[src/rtl/bp_pkg.sv]
// Package: shared encodings for the static direction predictor.
// Assumes the major opcode sits in the six most significant instruction bits.
package bp_pkg;

    localparam int OPC_W = 6;

    localparam logic [OPC_W-1:0] OPC_COND_BR = 6'h10;
    localparam logic [OPC_W-1:0] OPC_JUMP    = 6'h12;

    // Instruction class as seen by the predictor.
    typedef enum logic [1:0] {
        KIND_PLAIN = 2'd0,
        KIND_COND  = 2'd1,
        KIND_JUMP  = 2'd2
    } bp_kind_e;

endpackage

[src/rtl/bp_decode.sv]
// Module: bp_decode
// Classifies a fetched word and computes the fall-through and both candidate
// targets. It is purely combinational. It assumes word-aligned PCs and
// displacements counted in 4-byte words.
module bp_decode #(
    parameter int ADDR_W     = 32,
    parameter int INSN_W     = 32,
    parameter int BR_DISP_W  = 16,
    parameter int JMP_DISP_W = 26
) (
    input  logic [ADDR_W-1:0] pc,
    input  logic [INSN_W-1:0] insn,
    output bp_pkg::bp_kind_e  kind,
    output logic              backward,
    output logic [ADDR_W-1:0] fall_pc,
    output logic [ADDR_W-1:0] br_tgt,
    output logic [ADDR_W-1:0] jmp_tgt
);
    import bp_pkg::*;

    localparam int OPC_LSB = INSN_W - OPC_W;
    localparam int BR_PAD  = ADDR_W - BR_DISP_W - 2;
    localparam int JMP_PAD = ADDR_W - JMP_DISP_W - 2;

    logic [OPC_W-1:0]  opcode;
    logic [ADDR_W-1:0] br_off;
    logic [ADDR_W-1:0] jmp_off;

    // Pick out the opcode field.
    assign opcode = insn[INSN_W-1:OPC_LSB];

    // Map the opcode onto an instruction class.
    always_comb begin
        case (opcode)
            OPC_COND_BR: kind = KIND_COND;
            OPC_JUMP:    kind = KIND_JUMP;
            default:     kind = KIND_PLAIN;
        endcase
    end

    // Sign-extend the word displacements and turn them into byte offsets.
    assign br_off  = {{BR_PAD{insn[BR_DISP_W-1]}},   insn[BR_DISP_W-1:0],  2'b00};
    assign jmp_off = {{JMP_PAD{insn[JMP_DISP_W-1]}}, insn[JMP_DISP_W-1:0], 2'b00};

    // Candidate addresses; every sum wraps modulo 2^ADDR_W.
    assign fall_pc  = pc + ADDR_W'(4);
    assign br_tgt   = pc + br_off;
    assign jmp_tgt  = pc + jmp_off;
    assign backward = insn[BR_DISP_W-1];

endmodule

[src/rtl/bp_direction.sv]
// Module: bp_direction
// Applies the static policy: a backward conditional branch goes to its target,
// a forward one falls through, and a jump always redirects. A conditional branch
// that cannot get a tag holds fetch at the same PC. It is combinational.
module bp_direction #(
    parameter int ADDR_W = 32
) (
    input  logic              fetch_valid,
    input  logic [ADDR_W-1:0] fetch_pc,
    input  bp_pkg::bp_kind_e  kind,
    input  logic              backward,
    input  logic [ADDR_W-1:0] fall_pc,
    input  logic [ADDR_W-1:0] br_tgt,
    input  logic [ADDR_W-1:0] jmp_tgt,
    input  logic              slot_busy,
    output logic              stall,
    output logic              pred_taken,
    output logic [ADDR_W-1:0] next_pc
);
    import bp_pkg::*;

    // Refuse a conditional branch when its tag slot is still in use.
    assign stall = fetch_valid && (kind == KIND_COND) && slot_busy;

    // Choose the next fetch address and the redirect flag.
    always_comb begin
        next_pc    = fall_pc;
        pred_taken = 1'b0;
        if (fetch_valid) begin
            if (stall) begin
                next_pc = fetch_pc;
            end else if (kind == KIND_JUMP) begin
                next_pc    = jmp_tgt;
                pred_taken = 1'b1;
            end else if (kind == KIND_COND && backward) begin
                next_pc    = br_tgt;
                pred_taken = 1'b1;
            end
        end
    end

endmodule

[src/rtl/bp_inflight.sv]
// Module: bp_inflight
// Tracks the conditional branches that are still outstanding. Tags are issued in
// a ring. Each entry holds the predicted direction and both addresses. A
// resolution frees its entry. A wrong guess flushes, discards the younger
// entries and rewinds the ring. It assumes alloc_req is low whenever slot_busy
// or flush is high.
module bp_inflight #(
    parameter int ADDR_W = 32,
    parameter int TAG_W  = 2
) (
    input  logic              clk,
    input  logic              rst_n,
    input  logic              alloc_req,
    input  logic              alloc_pred,
    input  logic [ADDR_W-1:0] alloc_fall,
    input  logic [ADDR_W-1:0] alloc_tgt,
    input  logic              res_valid,
    input  logic [TAG_W-1:0]  res_tag,
    input  logic              res_taken,
    output logic [TAG_W-1:0]  alloc_tag,
    output logic              slot_busy,
    output logic              flush,
    output logic [ADDR_W-1:0] redirect_pc
);
    localparam int DEPTH = 1 << TAG_W;

    logic [DEPTH-1:0]  valid_q, valid_d;
    logic [DEPTH-1:0]  pred_q;
    logic [DEPTH-1:0]  younger;
    logic [ADDR_W-1:0] fall_q [DEPTH];
    logic [ADDR_W-1:0] tgt_q  [DEPTH];
    logic [TAG_W-1:0]  tail_q;
    logic [TAG_W-1:0]  dist_tail;
    logic              res_hit;

    // A resolution only counts for a tag that is outstanding.
    assign res_hit = res_valid && valid_q[res_tag];

    // A wrong guess flushes and redirects to the address that was not chosen.
    assign flush       = res_hit && (res_taken != pred_q[res_tag]);
    assign redirect_pc = res_taken ? tgt_q[res_tag] : fall_q[res_tag];

    // The next tag to hand out and whether its slot is free.
    assign alloc_tag = tail_q;
    assign slot_busy = valid_q[tail_q];

    // Ring distance from the resolved tag to the next free position.
    assign dist_tail = tail_q - res_tag;

    // Mark every valid entry that was issued after the resolved one.
    for (genvar gi = 0; gi < DEPTH; gi++) begin : g_age
        logic [TAG_W-1:0] dist_i;
        assign dist_i = TAG_W'(gi) - res_tag;
        assign younger[gi] = valid_q[gi] && (dist_i != '0) &&
                             ((dist_tail == '0) || (dist_i < dist_tail));
    end

    // Work out the next occupancy from the flush, the free and the allocation.
    always_comb begin
        valid_d = valid_q;
        if (flush) begin
            valid_d = valid_q & ~younger & ~(DEPTH'(1) << res_tag);
        end else begin
            if (res_hit)   valid_d[res_tag] = 1'b0;
            if (alloc_req) valid_d[tail_q]  = 1'b1;
        end
    end

    // Occupancy and ring pointer, synchronous active-low reset.
    always_ff @(posedge clk) begin
        if (!rst_n) begin
            valid_q <= '0;
            tail_q  <= '0;
        end else begin
            valid_q <= valid_d;
            if (flush)          tail_q <= res_tag + TAG_W'(1);
            else if (alloc_req) tail_q <= tail_q + TAG_W'(1);
        end
    end

    // Entry payload, written only on allocation; valid_q guards its use.
    always_ff @(posedge clk) begin
        if (alloc_req) begin
            pred_q[tail_q] <= alloc_pred;
            fall_q[tail_q] <= alloc_fall;
            tgt_q[tail_q]  <= alloc_tgt;
        end
    end

endmodule

[src/rtl/static_dir_predictor.sv]
// Module: static_dir_predictor
// Top of the static direction predictor. It decodes the fetched word, picks the
// next PC from the sign of the displacement, tags conditional branches and
// raises a flush when a resolved outcome disputes the guess. It assumes the
// fetch unit gives priority to flush over next_pc in the same cycle.
module static_dir_predictor #(
    parameter int ADDR_W     = 32,
    parameter int INSN_W     = 32,
    parameter int BR_DISP_W  = 16,
    parameter int JMP_DISP_W = 26,
    parameter int TAG_W      = 2
) (
    input  logic              clk,
    input  logic              rst_n,
    input  logic              fetch_valid,
    input  logic [ADDR_W-1:0] fetch_pc,
    input  logic [INSN_W-1:0] fetch_insn,
    input  logic              res_valid,
    input  logic [TAG_W-1:0]  res_tag,
    input  logic              res_taken,
    output logic [ADDR_W-1:0] next_pc,
    output logic              pred_taken,
    output logic              br_alloc,
    output logic [TAG_W-1:0]  br_tag,
    output logic              fetch_stall,
    output logic              flush,
    output logic [ADDR_W-1:0] redirect_pc
);
    import bp_pkg::*;

    bp_kind_e          kind;
    logic              backward;
    logic [ADDR_W-1:0] fall_pc, br_tgt, jmp_tgt;
    logic              slot_busy;
    logic              alloc_req;

    bp_decode #(
        .ADDR_W(ADDR_W), .INSN_W(INSN_W),
        .BR_DISP_W(BR_DISP_W), .JMP_DISP_W(JMP_DISP_W)
    ) u_decode (
        .pc(fetch_pc), .insn(fetch_insn), .kind(kind), .backward(backward),
        .fall_pc(fall_pc), .br_tgt(br_tgt), .jmp_tgt(jmp_tgt)
    );

    bp_direction #(.ADDR_W(ADDR_W)) u_direction (
        .fetch_valid(fetch_valid), .fetch_pc(fetch_pc), .kind(kind),
        .backward(backward), .fall_pc(fall_pc), .br_tgt(br_tgt),
        .jmp_tgt(jmp_tgt), .slot_busy(slot_busy), .stall(fetch_stall),
        .pred_taken(pred_taken), .next_pc(next_pc)
    );

    // Accept a conditional branch only when a tag is free and no flush is under way.
    assign alloc_req = fetch_valid && (kind == KIND_COND) && !slot_busy && !flush;
    assign br_alloc  = alloc_req;

    bp_inflight #(.ADDR_W(ADDR_W), .TAG_W(TAG_W)) u_inflight (
        .clk(clk), .rst_n(rst_n), .alloc_req(alloc_req), .alloc_pred(backward),
        .alloc_fall(fall_pc), .alloc_tgt(br_tgt), .res_valid(res_valid),
        .res_tag(res_tag), .res_taken(res_taken), .alloc_tag(br_tag),
        .slot_busy(slot_busy), .flush(flush), .redirect_pc(redirect_pc)
    );

endmodule

[config.mk]
export PLATFORM = sky130hd
export DESIGN_NAME = static_dir_predictor
export DESIGN_NICKNAME = d
export VERILOG_FILES = /design/src/rtl/bp_pkg.sv /design/src/rtl/bp_decode.sv /design/src/rtl/bp_direction.sv /design/src/rtl/bp_inflight.sv /design/src/rtl/static_dir_predictor.sv
export SDC_FILE = /design/constraint.sdc
export NUM_CORES = 1
export LEC_CHECK = 0
export ABC_AREA = 1
export BUFFER_PORTS_ARGS = -buffer_cell sky130_fd_sc_hd__clkbuf_2
export CORE_ASPECT_RATIO = 1.4
export CORE_MARGIN = 3
export CORE_UTILIZATION = 58
export CTS_CLUSTER_SIZE = 40
export DETAILED_ROUTE_END_ITERATION = 8
export GPL_ROUTABILITY_DRIVEN = 0
export PLACE_DENSITY = 0.84
export SLEW_MARGIN = 5
export SYNTH_ARGS = -nofsm -noshare
export SYNTH_HDL_FRONTEND = slang
export SYNTH_SLANG_ARGS = --single-unit
[constraint.sdc]
create_clock -name clk -period 3.7 [get_ports clk]
set_input_delay 0.37 -clock clk [delete_from_list [all_inputs] [get_ports clk]]
set_output_delay 0.37 -clock clk [all_outputs]
set_load 0.02 [all_outputs]
# ---- Yosys cells after proc, flatten, opt, wreduce, memory -nomap -nowiden
# Memory sizes are Yosys's and may differ from the RTL's.
# Index checks and enable logic that the tools add are counted.
dict set report op_classes {
  bitwise_logic 7
  magnitude_cmp 8
  eq_ne 5
  n_addsub 10
  n_shift 1
  n_reduce_logical 29
  mux 29
}
# operator count
set ops {}
lappend ops {{$mux W32} 5}
lappend ops {{$add A32 B32 Y32} 2}
lappend ops {{$add A32 B3 Y32 const B} 1}
lappend ops {{$logic_and A1 B1 Y1} 17}
lappend ops {{$mux W4} 4}
lappend ops {{$and A4 B4 Y4} 3}
lappend ops {{$eq A6 B5 Y1 const B} 2}
lappend ops {{$not A4 Y4} 3}
lappend ops {{$mux W1} 11}
lappend ops {{$reduce_bool A2 Y1} 5}
lappend ops {{$lt A2 B2 Y1} 4}
lappend ops {{$bmux W1 S2} 3}
lappend ops {{$lt A2 B3 Y1 const B} 2}
lappend ops {{$add A2 B1 Y2 const B} 2}
lappend ops {{$bwmux W4} 1}
lappend ops {{$demux W1 S2} 2}
lappend ops {{$ge A2 B1 Y1 const B} 2}
lappend ops {{$logic_or A1 B1 Y1} 4}
lappend ops {{$mux W2} 2}
lappend ops {{$or A4 B4 Y4} 1}
lappend ops {{$pmux W2 S2} 1}
lappend ops {{$shl A1 B2 Y4 const A} 1}
lappend ops {{$sub A1 B2 Y2 const A} 2}
lappend ops {{$sub A2 B2 Y2 const A} 2}
lappend ops {{other kinds (6)} 7}
dict set report totals {
  ram_bits 256
  out_inout_bits 70
  wordCells 94
  in_bits 71
  n_memories 2
  ff_bits 10
}
# name depth width rd rd_clocked_by_memory_dff wr line
set memory_table {}
lappend memory_table {u_inflight.fall_q 4 32 1 0 1 bp_inflight.sv:30} ;# logic [ADDR_W-1:0] fall_q [DEPTH];
lappend memory_table {u_inflight.tgt_q 4 32 1 0 1 bp_inflight.sv:31} ;# logic [ADDR_W-1:0] tgt_q [DEPTH];

# ---- Logic depth before layout (Yosys ltp)
# Gate-level depths: netlist (run 1).
dict set report logic_depth {
  depth_word 11
  ltp_mapped 17
  ltp_nobuf 17
}

# ---- Modules after synthesis
# A second synthesis (run 1) with hierarchy kept.
dict set report hier_totals {
  cells_unflattened 2072
  hier_area_um2 16592.2
}
# module seq_area_each_um2 area_per_inst_um2 cells_each instances
set by_module_without_submodules {}
lappend by_module_without_submodules {bp_inflight 7927.6 10632.7 834 1}
lappend by_module_without_submodules {bp_decode 0.0 4206.5 842 1}
lappend by_module_without_submodules {bp_direction 0.0 1731.7 391 1}
lappend by_module_without_submodules {static_dir_predictor 0.0 21.3 5 1}

# ---- Worst setup path before layout (run 1)
# Ideal clock, no wire load.
dict set report synth_timing {
  kind {register to register}
  start {reg u_inflight.tail_q[0] (netlist: u_inflight.alloc_tag[0])}
  end {mem u_inflight.fall_q[0][0], enable pin}
  setup_slack_ns 0.597
  setup_ns 0.417
  period_less_slack_ns 3.103
  stages_incl_launch_ff 8
  t_required_ns 3.283
  n_path_buf 1
  arrival_ns 2.686
  cell_sequence {dfxtp_1 -> buf_2 -> nor2_1 -> a21oi_1 -> o211ai_1 -> nor2_2 -> nand3_1 -> inv_1}
}
dict set report synth_via {
  elab_chain_len 7
}
# element line
set synth_lines {}
lappend synth_lines {{start, declared} bp_inflight.sv:32} ;# logic [TAG_W-1:0] tail_q;
lappend synth_lines {{start signal, assigned} bp_inflight.sv:76} ;# if (flush) tail_q <= res_tag + TAG_W'(1);
lappend synth_lines {{start signal, assigned} bp_inflight.sv:77} ;# else if (alloc_req) tail_q <= tail_q + TAG_W'(1);
lappend synth_lines {{$bmux W1 S2} bp_inflight.sv:45} ;# assign slot_busy = valid_q[tail_q];
lappend synth_lines {{$mux W1 (implied by the code)} bp_inflight.sv:45}
lappend synth_lines {{$logic_not A1 Y1} static_dir_predictor.sv:53} ;# assign alloc_req = fetch_valid && (kind == KIND_COND) && !slot_busy && !flush;
lappend synth_lines {{$logic_and A1 B1 Y1 (2 in a row)} static_dir_predictor.sv:53}
lappend synth_lines {{named net br_alloc} static_dir_predictor.sv:23} ;# output logic br_alloc,
lappend synth_lines {{$mux W1} bp_inflight.sv:83} ;# if (alloc_req) begin
lappend synth_lines {{$mux W1 (implied by the code)} bp_inflight.sv:85} ;# fall_q[tail_q] <= alloc_fall;
lappend synth_lines {{end, declared} bp_inflight.sv:30}
# The timed path passes the listed nets, and every way through them passes these cells. The select of a mux whose other input is x is not followed.

# ---- Worst setup path after layout (run 1)
dict set report layout_timing {
  start {in fetch_pc[2]}
  end {out next_pc[8]}
}
dict set report layout_via {
  elab_chain_len 5
  elab_cells_between_ends 7
  cone_classes {3 x add/sub; 4 x mux}
}
# element line
set layout_lines {}
lappend layout_lines {{start, declared} static_dir_predictor.sv:16} ;# input logic [ADDR_W-1:0] fetch_pc,
lappend layout_lines {{$add A32 B32 Y32} bp_decode.sv:47} ;# assign br_tgt = pc + br_off;
lappend layout_lines {{named net br_tgt[8]} static_dir_predictor.sv:33} ;# logic [ADDR_W-1:0] fall_pc, br_tgt, jmp_tgt;
lappend layout_lines {{$mux W32} bp_direction.sv:35} ;# end else if (kind == KIND_COND && backward) begin
lappend layout_lines {{$mux W32} bp_direction.sv:32} ;# end else if (kind == KIND_JUMP) begin
lappend layout_lines {{$mux W32} bp_direction.sv:30} ;# if (stall) begin
lappend layout_lines {{$mux W32} bp_direction.sv:29} ;# if (fetch_valid) begin
lappend layout_lines {{end, declared} static_dir_predictor.sv:21} ;# output logic [ADDR_W-1:0] next_pc,
# The timed path passes the listed nets, and every way through them passes these cells.

==> flow_summary.toml, run 1 <==
[synthesis]
synth_top_family_by_area = "simple AND/OR/NAND/NOR gates"
netlist_top_cells_area = "edfxtp_1, nand2_1, nor2_1"
yosysWarnings = 0
synthArstFlopShare_pct = 0
yosysMostFrequentCell = "nand2_1"
synth_xor_area_share_pct = 2.49
syn_area_um2 = 15500
synth_adder_area_share_pct = 4.49
ys_seq_elements = 258
synth-compound-area-share_pct = 11.7
synth_cell_type_count = 46
synthTopCellsByCount = "nand2_1, nor2_1, edfxtp_1"
synth-seq-area-share_pct = 49.5
synth_top_area_share_pct = 48.7
synth_simple_gate_area_share_pct = 25.2
yosys.area.top_type = "edfxtp_1"
synth-edff-count = 252
syn_inst = 1883
muxShareOfSynthArea_pct = 0
postSynthAreaPerCell_um2 = 8.26
synth_flop_cell = "edfxtp_1"
synth_fp_nets = 2008

[floorplan]
die_area_um2 = 28800
rows = 70
ioPinCount = 141
die_h_um = 200
die-width_um = 144
initial_utilization_pct = 59.2
core_area_um2 = 26300

[sta]
rsz0062_at_grt = "no"
worst_clock_skew_ps = 8.96
fin_crit_sh_pct = 92.9
hold_violations = 0
setup_viol = 0
fmax_mhz = 291
holdWs_ps = 119
slew_headroom_pct = 51.5
tns_ps = 0
slew_viol_final = 0
tightest_slew_ps = 726
min_period_ps = 3440

[placed_design]
placed_cell_area_um2 = 16600
io_buffers = 140
dp_hpwl_um = 32700

[setup_path]
critPathLaunchType = "primary input"
crit_slowest_cell = "fa_1"
cpPeakStageDelay_ps = 400
crit_family = "simple AND/OR/NAND/NOR gates"
arrival_ps = 3070
cp_max_fo = 6
path_common_cell = "nand2_1"
critPathKind = "in -> out"
cp-end-kind = "output port"
cp_num_buf_inv = 4
critical_path.cell_chain = "clkbuf_2, ha_1, inv_1, fa_1, inv_1, nand2_1, a21oi_1, nand2_1, nand2_1, xor2_1, o211ai_1, nand2_1, nand2_1, nand2_1, clkbuf_2"
cp.required_ps = 3330

[routing]
viasPerCell = 6.06
firstDrtPassIters = 6
drt_iter0_drc = 1592
via_count = 14200
route.antenna.remaining_nets = 0
wirelength_um = 46700
drc = 0
drt-wirelength-per-cell_um = 20.0

[clock_tree]
clk_pin_slew_ps = 70
tritoncts = "built"
htree_levels = 1
cts_hold_buf = 0
clock-root-buffer = "clkbuf_16"
clk_path_buf_depth = 3
cts_resized = 0
cts.sinks = 258
cts_setup_buffers = 0
cts-buffers-inserted = 20
clkLatencyLatePin_ps = 500

[power]
powerDensity_nw_per_um2 = 390
power_switching_uw = 1900
p_leak_uw = 0.00730
p_sw_share_pct = 28.2
p_seq_share_pct = 48.6
p_clk_share_pct = 32.2
p_int_uw = 4830
combinationalPowerShare_pct = 19.2
vdd_drop_max_mv = 0.232

[layout]
drive_gt1_share_pct = 11.6
area_growth_pct = 11.1
diodes = 0
fin_area_um2 = 17300
final_nets = 2128

[flow_run]
cap_violations = 0

[global_routing]
grt_pass1_vias = 13400
grt_overflow_total = 0
grt_use_total_pct = 31.9
grt_start_max_net_pins = 79
grt_pass1_wl_um = 70700
antenna_found_initial = 0

[hold_path]
hp-class = "in -> reg"

[run_status]
status = "finished clean"
[power by group through the flow]
stage	Clock (uW)	Combinational, uW	Sequential [uW]
3_5_place_dp	0	1250	3340
3_3_place_gp	0	1220	3340
6_report	2160	1300	3270
4_1_cts	2170	1260	3270
2_1_floorplan	0	821	3340
5_1_grt	2270	1410	3270
[registers in the layout, summed over array words and instances, names as in the netlist]
register / cells
u_inflight.alloc_tag: 2
u_inflight.valid_q: 4
u_inflight.tgt_q: 120
u_inflight.pred_q: 4
u_inflight.fall_q: 128
[logic make-up after synthesis]
logic type                 Yosys count
and+or+nand+nor                    931
AOI/OAI and AO/OA                  334
buffers and inverters              267
DFF                                258
adders and majority gates           54
xor gates and xnor gates            39
[routing by layer]
metal,up-vias,GRT usage [%],wire (um)
met1,6474,38.8,16000
met2,930,50.7,21300
met5,-,0,0
met4,0,23.6,4180
met3,225,5.60,5190
li1,6566,-,-
[path summary, 6_finish.rpt]
kind                                 from                 endpoint  slack [ps]  cells past startpoint
hold / removal                fetch_pc[1]  u_inflight.fall_q[1][1]         120                      1
setup reg to reg  u_inflight.alloc_tag[0]  u_inflight.fall_q[0][3]        1370                      7
hold reg to reg     u_inflight.valid_q[3]    u_inflight.valid_q[3]         540                      2
setup / recovery              fetch_pc[2]               next_pc[8]         260                     15
[through the flow]
| stage | setup slack (ps) | cells | utilization [%] | total power (uW) |
|---|---|---|---|---|
| finish | 263 | 2341 | 65.8 | 6730 |
| global placement | 533 | 2305 | 63.2 | 4560 |
| detailed placement | 475 | 2305 | 63.2 | 4590 |
| floorplan | 597 | 1883 | - | 4160 |
| global route | 25.4 | 2341 | 65.8 | 6950 |
| CTS | 455 | 2341 | 65.8 | 6700 |
[placed cells by master (no fill, tap or decap), drive strengths merged, types with 31 or more instances in the layout]
master,netlist,routed
edfxtp,252,252
o21ai,167,167
inv,198,200
nand3,105,105
nor2,330,330
nand2,430,430
o22ai,32,32
xor2,31,31
clkbuf,47,161
a21oi,78,78
a31oi,33,33
ha,51,51
[area by class of cell]
class	instances	area [um2]
inverter	200	752
fill	2085	9000
multi-input combinational	1358	6830
sequential	258	7690
clock buffer	22	529
timing repair buffer	165	941
tap	324	405
clock inverter	14	133
Power figures use the tool's default switching activity.
==> inputs of run 2 (changes only) <==
Settings changed: ABC_AREA 1 to not set, GPL_TIMING_DRIVEN set to 0, PLACE_DENSITY 0.84 to 0.85.
==> flow_summary.toml, run 2 <==
[run_status]
status = "finished clean"

[power]
power.total_uw = 6710
vdd_drop_max_mv = 0.302
powerDensity_nw_per_um2 = 421
p_leak_uw = 0.00581

[floorplan]
die_area_um2 = 25500
die-width_um = 136
rows = 65
core_area_um2 = 22900
initial_utilization_pct = 59.8
die_h_um = 188
ioPinCount = 141

[placed_design]
dp_hpwl_um = 25700
placed_cell_area_um2 = 14900
io_buffers = 140

[synthesis]
synth_top_area_share_pct = 55.4
synth_fp_nets = 1112
synthTopCellsByCount = "edfxtp_1, mux4_2, a21oi_1"
ys_seq_elements = 258
synth-seq-area-share_pct = 56.2
postSynthAreaPerCell_um2 = 13.8
syn_area_um2 = 13700
yosysMostFrequentCell = "edfxtp_1"
synthArstFlopShare_pct = 0
netlist_top_cells_area = "edfxtp_1, mux4_2, ha_1"
syn_inst = 987
synth_cell_type_count = 62
synth-edff-count = 252
yosysWarnings = 0
yosys.area.top_type = "edfxtp_1"
synth_flop_cell = "edfxtp_1"

[clock_tree]
clock-root-buffer = "clkbuf_16"
clk_pin_slew_ps = 70
clkLatencyLatePin_ps = 520
cts-buffers-inserted = 23
cts.sinks = 258
tritoncts = "built"
clk_path_buf_depth = 3
cts_hold_buf = 0
htree_levels = 1

[sta]
min_period_ps = 3700
slew_headroom_pct = 25.7
slew_viol_final = 0
setup_viol = 0
fin_crit_sh_pct = 99.9
fmax_mhz = 270
worst_clock_skew_ps = 17.9
rsz0062_at_grt = "yes"
hold_violations = 0
tightest_slew_ps = 1110

[routing]
dr_wl_met3_um = 3600
firstDrtPassIters = 7
dr_wl_met2_um = 19000
dr.max_layer_used = "met5"
via_count = 10000
drt-met1-wl_um = 12600
route.antenna.remaining_nets = 0
drc = 0
drt-wirelength-per-cell_um = 25.0
viasPerCell = 6.77
drt_iter0_drc = 1318
wirelength_um = 37100

[setup_path]
cp_max_fo = 4
cp.required_ps = 3330
arrival_ps = 3330
critPathKind = "in -> out"
reg2reg_depth = 8
endpoint = "next_pc[30]"
rrSetupSlack_ps = 610
critPathLaunchType = "primary input"
crit_start = "fetch_pc[2]"
r2r-end = "u_inflight.tgt_q[2][23]"
crit-reg2reg-launch = "u_inflight.pred_q[3]"
cp-end-kind = "output port"

[flow_run]
cap_violations = 0

[global_routing]
grt_pass1_vias = 9986
grt_pass1_wl_um = 56400
antenna_found_initial = 1
grt_use_total_pct = 28.9
grt_start_max_net_pins = 52
grt_overflow_total = 0

[layout]
top_register = "u_inflight.fall_q"
final_cell_mix = "edfxtp_1, clkbuf_2, mux4_2"
layout_commonest_cell = "edfxtp_1"
biggestRegsByFlops = "u_inflight.fall_q (128), u_inflight.tgt_q (120)"
largest_reg_flops = 128
diodes = 0
fin_util_pct = 69.6
drive_gt1_share_pct = 29.7
regArea_um2 = 7690
final_nets = 1294
area_growth_pct = 16.4
multi_input_area_um2 = 5890
fin_area_um2 = 15900
nFillCells = 1462

[hold_path]
min_from = "rst_n"
hp-class = "in -> reg"
==> run 2: cell types whose count changed after synthesis, moves of 30 or more <==
cell	previous run	this run
o21ai_0	163	30
mux4_2	0	65
nor2_1	320	58
mux2_2	0	30
nand2_1	428	54
inv_1	193	23
nand3_1	102	37
==> run 2: layer usage <==
| metal | vias to the layer above | track usage (%) |
|---|---|---|
| li1 | 4268 | - |
| met5 | - | 0 |
| met3 | 159 | 3.70 |
| met1 | 4881 | 36.4 |
| met4 | 2 | 13.2 |
| met2 | 739 | 49.6 |
==> run 2: timing repair <==
| action | 4_1_cts | 5_1_grt |
|---|---|---|
| gates resized for setup | 21 | 33 |
| setup endpoints to repair | 27 | 22 |
| buffers inserted | 4 | 8 |
| pin swaps | 4 | 14 |
==> run 2: area by class of cell <==
cell class              count  share of cell area (%)
repair buffers            158                    5.87
inverters                  24                   0.566
clock buffers              29                    3.76
multi-input cells         661                    37.0
clock inverters            11                   0.731
flip-flops and latches    258                    48.3
plain buffers              43                    1.35
well taps                 301                    2.37
==> run 2: report_power, final <==
group / switching (uW) / leakage (uW) / internal, uW / total [uW]
combinational: 694 / 0.00315 / 427 / 1120
sequential: 1.26 / 0.00231 / 3280 / 3280
clock: 1010 / 0.000347 / 1290 / 2300
==> run 2: critical path, stage by stage <==
cell and delay, ps:
clkbuf_2 140, ha_1 190, inv_1 60, fa_2 370, nor2b_2 170, o211ai_1 150
a31o_2 280, o211ai_1 310, buf_4 170, o31a_1 240, a31oi_2 160, xnor2_2 180
a221oi_2 270, a21oi_2 110, buf_2 170
==> run 2: logic make-up after synthesis <==
family          synth area share (%)
mux                             13.4
fa+ha+maj                       5.11
xor+xnor                        4.36
flops                           56.2
simple gates                    7.96
compound gates                  10.7
buf+inv                         2.20
==> run 2: worst min path at each step <==
stage                                          to  slack [ps]  cells after the start
final                       u_inflight.valid_q[1]         110                      2
after global routing        u_inflight.valid_q[1]         110                      2
after CTS                 u_inflight.fall_q[1][1]         100                      1
after detailed placement    u_inflight.valid_q[2]         580                      4
after global placement      u_inflight.valid_q[1]         570                      2
after floorplan           u_inflight.fall_q[0][0]         470                      0
==> run 2: through the flow <==
step | setup WS [ps] | TNS [ps] | hold WS (ps) | std cells
final | 2.07 | 0 | 110 | 1485
after global routing | -52.1 | -230 | 106 | 1485
after CTS | -5.01 | -5.01 | 95.8 | 1477
after detailed placement | -462 | -2530 | 580 | 1434
after global placement | -1860 | -274730 | 566 | 1428
after floorplan | -645 | -82310 | 469 | 987
==> inputs of run 3 (changes only) <==
Settings changed: MAX_ROUTING_LAYER set to met4.
==> flow_summary.toml, run 3 (synthesized netlist as in run 2, its figures left out) <==
[global_routing]
grt_start_max_net_pins = 52
antenna_found_initial = 1
grt_use_total_pct = 29.8
grt_overflow_total = 0
grt_pass1_vias = 9998
grt_pass1_wl_um = 56400

[layout]
regArea_um2 = 7690
top_register = "u_inflight.fall_q"
nFillCells = 1464
final_nets = 1293
multi_input_area_um2 = 5890
biggestRegsByFlops = "u_inflight.fall_q (128), u_inflight.tgt_q (120)"
final_cell_mix = "edfxtp_1, clkbuf_2, mux4_2"
area_growth_pct = 16.3
layout_commonest_cell = "edfxtp_1"
largest_reg_flops = 128
drive_gt1_share_pct = 29.7

[power]
powerDensity_nw_per_um2 = 421
p_leak_uw = 0.00580
vdd_drop_max_mv = 0.303
power.total_uw = 6700

[sta]
slew_headroom_pct = 27.2
holdWs_ps = 110
setup_slack_ps = -26.4
tightest_slew_ps = 1090
tns_ps = -26.4
fmax_mhz = 268
worst_clock_skew_ps = 14.1
setup_viol = 1
fin_crit_sh_pct = 101
hold_violations = 0
slew_viol_final = 0
rsz0062_at_grt = "yes"
min_period_ps = 3730

[placed_design]
io_buffers = 140
dp_hpwl_um = 25700

[routing]
drt_iter0_drc = 1285
viasPerCell = 6.74
drc = 0
drt-wirelength-per-cell_um = 24.9
firstDrtPassIters = 6
route.antenna.remaining_nets = 0
wirelength_um = 37000
via_count = 10000

[clock_tree]
cts.sinks = 258
htree_levels = 1
clk_path_buf_depth = 3
cts-buffers-inserted = 23
cts_hold_buf = 0
tritoncts = "built"
clock-root-buffer = "clkbuf_16"
clk_pin_slew_ps = 70
clkLatencyLatePin_ps = 520

[setup_path]
endpoint = "next_pc[31]"
arrival_ps = 3360
cp-end-kind = "output port"
rrSetupSlack_ps = 600
crit_start = "fetch_pc[10]"
cpPeakStageDelay_ps = 400
cp_num_buf_inv = 3
crit_family = "compound AO/OA/AOI/OAI gates"
r2r-end = "u_inflight.tgt_q[2][11]"
crit-reg2reg-launch = "u_inflight.pred_q[3]"
critPathLaunchType = "primary input"
critPathKind = "in -> out"
crit_slowest_cell = "ha_1"
cp_max_fo = 6
cp.required_ps = 3330
reg2reg_depth = 8
crit_cells = 13
path_common_cell = "clkbuf_2"
critical_path.cell_chain = "clkbuf_2, ha_1, a21oi_1, o22ai_2, a32oi_2, o311ai_4, buf_4, a41oi_4, o21ai_4, a311oi_2, xnor2_2, a211o_1, clkbuf_2"

[floorplan]
core_area_um2 = 22900
ioPinCount = 141
die_h_um = 188
die_area_um2 = 25500
die-width_um = 136
initial_utilization_pct = 59.8
rows = 65

[flow_run]
cap_violations = 0

[run_status]
violations = "negative setup slack"
status = "finished, violations left"

[hold_path]
hp-class = "in -> reg"
## run 3: cell types whose count changed in the layout (fill, tap and decap cells not counted), sizes merged
| cell | delta |
|---|---|
| buf | -1 |
| diode | +1 |
## run 3: per-layer routing
layer	GRT usage (%)	wire, um	vias to the layer above
met3	3.49	3660	164
met5	-	0	-
met2	49.7	18900	741
met1	36.6	12500	4826
li1	-	-	4271
met4	13.4	2020	0
## run 3: metrics by stage
| stage | cells | setup slack, ps | area, um2 | util [%] |
|---|---|---|---|---|
| 6_report | 1485 | -26.4 | 15900 | 69.6 |
| 5_1_grt | 1485 | -71.1 | 15900 | 69.6 |
| 2_1_floorplan | 987 | -645 | 13700 | - |
| 4_1_cts | 1477 | -5.01 | 15700 | 68.9 |
| 3_3_place_gp | 1428 | -1860 | 14800 | 64.5 |
| 3_5_place_dp | 1434 | -462 | 14900 | 65.2 |
## run 3: worst min path at each step
stage                          start  depth (start not counted)                 endpoint  slack (ps)
2_1_floorplan            fetch_pc[0]                          0  u_inflight.fall_q[0][0]         470
3_3_place_gp   u_inflight.valid_q[1]                          2    u_inflight.valid_q[1]         570
3_5_place_dp   u_inflight.valid_q[2]                          4    u_inflight.valid_q[2]         580
4_1_cts                  fetch_pc[1]                          1  u_inflight.fall_q[1][1]         100
5_1_grt                        rst_n                          2    u_inflight.valid_q[1]         110
6_report                       rst_n                          2    u_inflight.valid_q[1]         110
## run 3: area by class of cell
type | instances | area share (%)
multi-input combinational | 661 | 37.0
tap | 301 | 2.37
antenna | 1 | 0.0157
buffer | 43 | 1.36
clock buffer | 29 | 3.76
timing repair buffer | 157 | 5.82
clock inverter | 11 | 0.732
inverter | 24 | 0.567
sequential | 258 | 48.3
## run 3: report_power, final
group / total, uW / switching (uW) / internal [uW]
combinational: 1110 / 690 / 424
sequential: 3280 / 1.26 / 3280
clock: 2300 / 1010 / 1290
## run 3: worst reg2reg max path, cell delays in order, from the launching register on
cell	delay [ps]
edfxtp_1	370
mux4_2	490
xor2_1	200
nor2b_1	170
clkbuf_1	210
nor3_2	330
nand2_1	190
nor2_4	530
buf_12	290
## run 3: timing repair
item                       CTS  global route
setup endpoints to repair   27            22
resized for setup           21            35
cloned                       0             0
buffers inserted             4             7
pin swaps                    4            10
